===== config.mk =====
export PLATFORM = sky130hd
export DESIGN_NAME = bus_cycle_seq
export DESIGN_NICKNAME = d
export VERILOG_FILES = /design/src/rtl/bseq_pkg.sv /design/src/rtl/bseq_fsm.sv /design/src/rtl/bseq_strobes.sv /design/src/rtl/bseq_addr.sv /design/src/rtl/bus_cycle_seq.sv
export SDC_FILE = /design/constraint.sdc
export NUM_CORES = 1
export LEC_CHECK = 0
export CAP_MARGIN = 20
export CORE_ASPECT_RATIO = 0.9
export CORE_UTILIZATION = 40
export CTS_CLUSTER_DIAMETER = 30
export CTS_CLUSTER_SIZE = 24
export DETAILED_ROUTE_END_ITERATION = 7
export PLACE_DENSITY_LB_ADDON = 0.15
export SYNTH_ARGS = -nofsm -noshare
export SYNTH_HDL_FRONTEND = slang
export SYNTH_SLANG_ARGS = --single-unit

===== constraint.sdc =====
create_clock -name clk -period 1.8 [get_ports clk]
set_input_delay 0.45 -clock clk [delete_from_list [all_inputs] [get_ports clk]]
set_output_delay 0.45 -clock clk [all_outputs]
set_load 0.05 [all_outputs]

===== src/rtl/bseq_pkg.sv =====
package bseq_pkg;
    localparam int ADDR_W = 20;
    localparam int DATA_W = 16;
    localparam int HI_W   = ADDR_W - DATA_W;
    localparam int KIND_W = 3;

    typedef enum logic [2:0] {
        S_IDLE = 3'd0,
        S_T1   = 3'd1,
        S_T2   = 3'd2,
        S_T3   = 3'd3,
        S_TW   = 3'd4,
        S_T4   = 3'd5,
        S_HOLD = 3'd6
    } bseq_state_e;

    typedef enum logic [KIND_W-1:0] {
        K_MRD  = 3'd0,
        K_MWR  = 3'd1,
        K_IORD = 3'd2,
        K_IOWR = 3'd3,
        K_INTA = 3'd4
    } bseq_kind_e;

    typedef struct packed {
        bseq_kind_e          kind;
        logic [ADDR_W-1:0]   addr;
        logic [DATA_W-1:0]   wdata;
        logic                hi;
    } bseq_req_t;

    function automatic bseq_kind_e to_kind(input logic [KIND_W-1:0] code);
        case (code)
            3'd1:    return K_MWR;
            3'd2:    return K_IORD;
            3'd3:    return K_IOWR;
            3'd4:    return K_INTA;
            default: return K_MRD;
        endcase
    endfunction

    function automatic logic kind_writes(input bseq_kind_e k);
        return (k == K_MWR) || (k == K_IOWR);
    endfunction

    function automatic logic kind_reads(input bseq_kind_e k);
        return (k == K_MRD) || (k == K_IORD);
    endfunction

    function automatic logic kind_not_mem(input bseq_kind_e k);
        return (k == K_IORD) || (k == K_IOWR) || (k == K_INTA);
    endfunction

    function automatic logic in_cycle(input bseq_state_e s);
        return (s == S_T1) || (s == S_T2) || (s == S_T3) || (s == S_TW) || (s == S_T4);
    endfunction

    function automatic logic in_data(input bseq_state_e s);
        return (s == S_T2) || (s == S_T3) || (s == S_TW);
    endfunction
endpackage


===== src/rtl/bseq_fsm.sv =====
module bseq_fsm
    import bseq_pkg::*;
(
    input  logic                clk,
    input  logic                rst,
    input  logic                req_valid,
    input  logic [KIND_W-1:0]   req_kind,
    input  logic [ADDR_W-1:0]   req_addr,
    input  logic [DATA_W-1:0]   req_wdata,
    input  logic                req_hi,
    input  logic                ready,
    input  logic                hold,
    output bseq_state_e         state,
    output bseq_req_t           cur,
    output logic                accept
);
    bseq_state_e nxt;

    assign accept = req_valid && !hold && ((state == S_IDLE) || (state == S_T4));

    always_comb begin
        nxt = state;
        case (state)
            S_IDLE:  nxt = hold ? S_HOLD : (accept ? S_T1 : S_IDLE);
            S_T1:    nxt = S_T2;
            S_T2:    nxt = S_T3;
            S_T3:    nxt = ready ? S_T4 : S_TW;
            S_TW:    nxt = ready ? S_T4 : S_TW;
            S_T4:    nxt = hold ? S_HOLD : (accept ? S_T1 : S_IDLE);
            S_HOLD:  nxt = hold ? S_HOLD : S_IDLE;
            default: nxt = S_IDLE;
        endcase
    end

    always_ff @(posedge clk) begin
        if (rst) begin
            state <= S_IDLE;
            cur   <= '0;
        end else begin
            state <= nxt;
            if (accept) begin
                cur.kind  <= to_kind(req_kind);
                cur.addr  <= req_addr;
                cur.wdata <= req_wdata;
                cur.hi    <= req_hi;
            end
        end
    end

    p_t1_next_r1: assert property (@(posedge clk) disable iff (rst)
        state == S_T1 |=> state == S_T2);
    p_t2_next_r1: assert property (@(posedge clk) disable iff (rst)
        state == S_T2 |=> state == S_T3);
    p_wait_stay_r3: assert property (@(posedge clk) disable iff (rst)
        (state inside {S_T3, S_TW}) && !ready |=> state == S_TW);
    p_wait_exit_r3: assert property (@(posedge clk) disable iff (rst)
        (state inside {S_T3, S_TW}) && ready |=> state == S_T4);
    p_hold_after_t4_r9: assert property (@(posedge clk) disable iff (rst)
        state == S_T4 && hold |=> state == S_HOLD);
    p_chain_r11: assert property (@(posedge clk) disable iff (rst)
        state == S_T4 && accept |=> state == S_T1);
    p_accept_gate_r12: assert property (@(posedge clk) disable iff (rst)
        accept |-> !hold && (state inside {S_IDLE, S_T4}));
endmodule


===== src/rtl/bseq_strobes.sv =====
module bseq_strobes
    import bseq_pkg::*;
(
    input  logic          clk,
    input  logic          rst,
    input  bseq_state_e   state,
    input  bseq_kind_e    kind,
    input  logic          hi,
    output logic          ale,
    output logic          rd_n,
    output logic          wr_n,
    output logic          inta_n,
    output logic          den_n,
    output logic          dt_r,
    output logic          m_io,
    output logic          bhe_n,
    output logic          bus_oe,
    output logic          hlda
);
    logic active;
    logic data_ph;
    logic wr_k;

    assign active  = in_cycle(state);
    assign data_ph = in_data(state);
    assign wr_k    = kind_writes(kind);

    always_comb begin
        ale    = (state == S_T1);
        rd_n   = !(data_ph && kind_reads(kind));
        inta_n = !(data_ph && (kind == K_INTA));
        wr_n   = !(wr_k && (data_ph || (state == S_T4)));
        den_n  = !(active && (wr_k ? (state != S_T1) : data_ph));
        dt_r   = active ? wr_k : 1'b1;
        m_io   = active ? !kind_not_mem(kind) : 1'b1;
        bhe_n  = !(active && hi);
        bus_oe = (state != S_HOLD);
        hlda   = (state == S_HOLD);
    end

    p_one_strobe_r6: assert property (@(posedge clk) disable iff (rst)
        $countones({!rd_n, !wr_n, !inta_n}) <= 1);
    p_ale_quiet_r1: assert property (@(posedge clk) disable iff (rst)
        ale |-> rd_n && wr_n && inta_n);
    p_ale_single_r1: assert property (@(posedge clk) disable iff (rst)
        ale |=> !ale);
    p_rd_release_r4: assert property (@(posedge clk) disable iff (rst)
        !rd_n && state == S_TW |-> !den_n);
endmodule


===== src/rtl/bseq_addr.sv =====
module bseq_addr
    import bseq_pkg::*;
(
    input  logic                clk,
    input  logic                rst,
    input  bseq_state_e         state,
    input  bseq_req_t           cur,
    input  logic                ready,
    input  logic [DATA_W-1:0]   ad_in,
    output logic [DATA_W-1:0]   ad_out,
    output logic                ad_oe,
    output logic [HI_W-1:0]     a_hi,
    output logic [DATA_W-1:0]   rdata,
    output logic                rdata_valid
);
    logic wr_k;
    logic late;
    logic capture;

    assign wr_k    = kind_writes(cur.kind);
    assign late    = in_data(state) || (state == S_T4);
    assign capture = (state == S_T3 || state == S_TW) && ready && !wr_k;

    always_comb begin
        ad_oe  = (cur.kind != K_INTA) && ((state == S_T1) || (wr_k && late));
        ad_out = '0;
        if (state == S_T1)
            ad_out = cur.addr[DATA_W-1:0];
        else if (wr_k && late)
            ad_out = cur.wdata;
        a_hi = (in_cycle(state) && !kind_not_mem(cur.kind)) ? cur.addr[ADDR_W-1:DATA_W] : '0;
        rdata_valid = (state == S_T4) && !wr_k;
    end

    always_ff @(posedge clk) begin
        if (rst)
            rdata <= '0;
        else if (capture)
            rdata <= ad_in;
    end

    p_inta_float_r6: assert property (@(posedge clk) disable iff (rst)
        in_cycle(state) && cur.kind == K_INTA |-> !ad_oe);
    p_io_ahi_r7: assert property (@(posedge clk) disable iff (rst)
        in_cycle(state) && kind_not_mem(cur.kind) |-> a_hi == '0);
    p_rdata_hold_r2: assert property (@(posedge clk) disable iff (rst)
        state == S_T4 |=> $stable(rdata));
endmodule


===== src/rtl/bus_cycle_seq.sv =====
module bus_cycle_seq
    import bseq_pkg::*;
(
    input  logic                clk,
    input  logic                rst,
    input  logic                req_valid,
    input  logic [KIND_W-1:0]   req_kind,
    input  logic [ADDR_W-1:0]   req_addr,
    input  logic [DATA_W-1:0]   req_wdata,
    input  logic                req_hi,
    output logic                req_ack,
    input  logic                ready,
    input  logic                hold,
    output logic                hlda,
    input  logic [DATA_W-1:0]   ad_in,
    output logic [DATA_W-1:0]   ad_out,
    output logic                ad_oe,
    output logic [HI_W-1:0]     a_hi,
    output logic                bus_oe,
    output logic                ale,
    output logic                rd_n,
    output logic                wr_n,
    output logic                inta_n,
    output logic                den_n,
    output logic                dt_r,
    output logic                m_io,
    output logic                bhe_n,
    output logic [DATA_W-1:0]   rdata,
    output logic                rdata_valid
);
    bseq_state_e state;
    bseq_req_t   cur;

    bseq_fsm u_fsm (
        .clk(clk), .rst(rst),
        .req_valid(req_valid), .req_kind(req_kind), .req_addr(req_addr),
        .req_wdata(req_wdata), .req_hi(req_hi),
        .ready(ready), .hold(hold),
        .state(state), .cur(cur), .accept(req_ack)
    );

    bseq_strobes u_strobes (
        .clk(clk), .rst(rst), .state(state), .kind(cur.kind), .hi(cur.hi),
        .ale(ale), .rd_n(rd_n), .wr_n(wr_n), .inta_n(inta_n), .den_n(den_n),
        .dt_r(dt_r), .m_io(m_io), .bhe_n(bhe_n), .bus_oe(bus_oe), .hlda(hlda)
    );

    bseq_addr u_addr (
        .clk(clk), .rst(rst), .state(state), .cur(cur), .ready(ready),
        .ad_in(ad_in), .ad_out(ad_out), .ad_oe(ad_oe), .a_hi(a_hi),
        .rdata(rdata), .rdata_valid(rdata_valid)
    );

    p_hold_float_r9: assert property (@(posedge clk) disable iff (rst)
        hlda |-> !ad_oe && !bus_oe && rd_n && wr_n && inta_n);
    p_hold_return_r9: assert property (@(posedge clk) disable iff (rst)
        hlda && !hold |=> bus_oe && !hlda);
    p_no_ack_grant_r12: assert property (@(posedge clk) disable iff (rst)
        hlda |-> !req_ack);
    p_reset_idle_r10: assert property (@(posedge clk)
        rst |=> ale == 1'b0 && rd_n && wr_n && inta_n && den_n && !rdata_valid);
endmodule


==> impl_metrics.ini <==
[power_and_ir_drop]
p_sw_mw = 1.841
p_comb_frac = 0.460
fin_total_pwr_mw = 4.737
p_leak_nw = 1.811
swShare = 0.3888
clock_power_share = 0.221
intPower_mw = 2.895
power_frac_seq = 0.320
peakVddDrop_v = 0.0005673
p_per_area_mw_per_mm2 = 980.5

[layout]
fillerInstances = 523
layout_common_cells = 57 x clkdlybuf4s50_1, 54 x dfxtp_1, 43 x a21oi_1
fin_area_mm2 = 0.004831
final_core_util = 0.7182
n_antenna_cell = 0
synthToLayoutAreaGrowth_pct = 69.49
drive_gt1_frac = 0.3377
final_common_cell = clkdlybuf4s50_1
nets = 518

[synth]
avgSynthCellArea_um2 = 8.534
async_flop_share = 0
syn_inst = 334
synth_edf_count = 0
synth_ff_type = dfxtp_1
syn_area_mm2 = 0.002850
ys_warn_count = 0
ys_seq_elements = 59
ys_seq_area_frac = 0.4144
synthDistinctLibCells = 40
syn_nets = 395

[global_route]
grt_first_pass_wirelength_um = 13560
grt_max_degree = 52
antenna_found_initial = 0
grt-ovfl-total = 0
grt_use_total = 0.2304
grt_pass1_vias = 2811

[setup_path]
crit_path_start_kind = flip-flop
cp_max_fo = 17
reg2reg_to = u_fsm.cur[17]
cp_data_required_time_ps = 1350
critical_path.endpoint_type = output port
timing.rr.start = u_fsm.state[2]
cp.arrival_ps = 1630
critPathKind = flip-flop to output port
r2r_cells = 8
startpoint = u_fsm.state[2]
cp-endpoint = ad_out[5]
rrSetupSlack_ps = 90

[placement]
routabilityCongestion = 0.8008
place_ws_ps = -262.9
io_buffers = 109
hpwlAfterDp_um = 5510
post_dp_cell_area_mm2 = 0.004368

[run_status]
violations = negative setup slack
status = finished with violations

[cts]
cts-root-buf = clkbuf_8
clkSinkCount = 59
htree_levels = 3
clkTransAtPathRegs_ps = 70
clock_path_buffers = 2
insertion_delay_ps = 330
cts_tree = yes
cts_inserted_buffers = 9

[sta]
finClkSkew_ps = 7.908
fmax_mhz = 480.2
hold_ws_ps = 475.0
maxSlewViolCount = 0
fin_ws_ps = -282.5
grt_setup_unrepaired = true
min_period_over_period = 1.157
setup-violations-final = 31
tightest_slew_ps = 741.9
finalHoldViolCount = 0
layout_min_cycle_time_ps = 2083
max-slew-margin-rel = 0.5054

[floorplanning]
dieArea_mm2 = 0.007468
die-height_um = 82.08
core_area_mm2 = 0.006726
initial_core_util = 0.4237
rows = 28
chipWidth_um = 90.98
ios = 110

[detailed_routing]
firstDrtPassIters = 5
totalWireLength_um = 8686
via_per_inst = 5.297
drc = 0
drtAntennaViolNets = 0
wire_per_inst_um = 15.74
drt-initial-drc-count = 155
vias = 2924

[flow_run]
maxCapViolCount = 0

[min_path]
hp-class = flip-flop to flip-flop
critical path, cell delays in order, from the launching register on:
cell	delay, ps
dfxtp_2	360
or2b_4	290
a21oi_4	140
buf_12	170
a22o_2	200
buf_12	140
worst min-delay path by stage:
stage / from / end / slack, ps / cells past startpoint
after global routing: u_fsm.cur[8] / u_fsm.cur[8] / 500 / 2
final: u_fsm.cur[18] / u_fsm.cur[18] / 470 / 2
after detailed placement: u_addr.rdata[15] / u_addr.rdata[15] / 460 / 2
after global placement: u_addr.rdata[9] / u_addr.rdata[9] / 460 / 2
after floorplan: u_fsm.cur[33] / u_fsm.cur[33] / 450 / 2
after CTS: u_fsm.cur[18] / u_fsm.cur[18] / 480 / 2
layout make-up:
class | instances | area [µm²] | share of cell area
clock buffer | 11 | 141.4 | 0.02927
clock inverter | 5 | 28.78 | 0.005957
inverter | 3 | 11.26 | 0.002331
multi-input combinational | 238 | 1658 | 0.3432
sequential | 59 | 1190 | 0.2463
tap | 90 | 112.6 | 0.02331
timing repair buffer | 146 | 1689 | 0.3497
logic make-up after synthesis:
| family | synth area share |
|---|---|
| flip-flops | 0.4144 |
| AO/OA/AOI/OAI | 0.2357 |
| multiplexers | 0.05619 |
| buffers and inverters | 0.07024 |
| AND/OR/NAND/NOR | 0.2116 |
| XOR/XNOR | 0.01186 |
state kept, by name (all words and copies together) (netlist names):
signal	cells
u_fsm.state	3
u_addr.rdata	16
u_fsm.cur	40
power groups by stage:
stage | registers, mW | clock network, mW | logic, mW
finish | 1.51 | 1.05 | 2.18
global route | 1.53 | 1.13 | 2.29
CTS | 1.51 | 1.07 | 2.03
detailed placement | 1.53 | 0 | 1.88
global placement | 1.52 | 0 | 1.86
floorplan | 1.62 | 0 | 1.07
cell usage after synthesis (2+ instances only):
cell / count / share of area
nor2b_1: 2 / 0.0044
clkbuf_2: 3 / 0.0053
nand4b_1: 2 / 0.0061
clkbuf_1: 13 / 0.017
buf_6: 2 / 0.0079
xor2_1: 2 / 0.0061
buf_2: 12 / 0.021
nor2_1: 7 / 0.0092
buf_4: 3 / 0.0079
nand3_1: 39 / 0.068
inv_1: 3 / 0.0040
a22o_1: 16 / 0.049
nand2_1: 6 / 0.0079
o21ai_0: 39 / 0.068
and2_1: 4 / 0.0088
dfxtp_1: 59 / 0.41
a21o_1: 2 / 0.0053
a21oi_1: 46 / 0.081
mux2i_1: 16 / 0.056
o21ai_1: 5 / 0.0088
nand2b_1: 34 / 0.075
routing by layer:
layer  global-route usage  routed length, µm  share of wire
met3              0.05278                337          0.039
met1               0.2889               3905           0.45
met4              0.07937                 99          0.011
met2               0.3939               4343           0.50
met5                    0                  0              0
stage by stage:
stage                     cells  setup TNS, ps
after detailed placement    523          -7879
after global placement      523          -7657
after floorplan             334          -1594
final                       552          -6501
after global routing        552          -8446
after CTS                   546          -6786
repair_timing:
item,4_1_cts,5_1_grt
hold buffers,0,0
pin swaps,7,18
resized for setup,35,26
buffers inserted,7,7
endpoints found under the setup margin,32,33
Note: power is estimated with default switching activity, not from simulation.
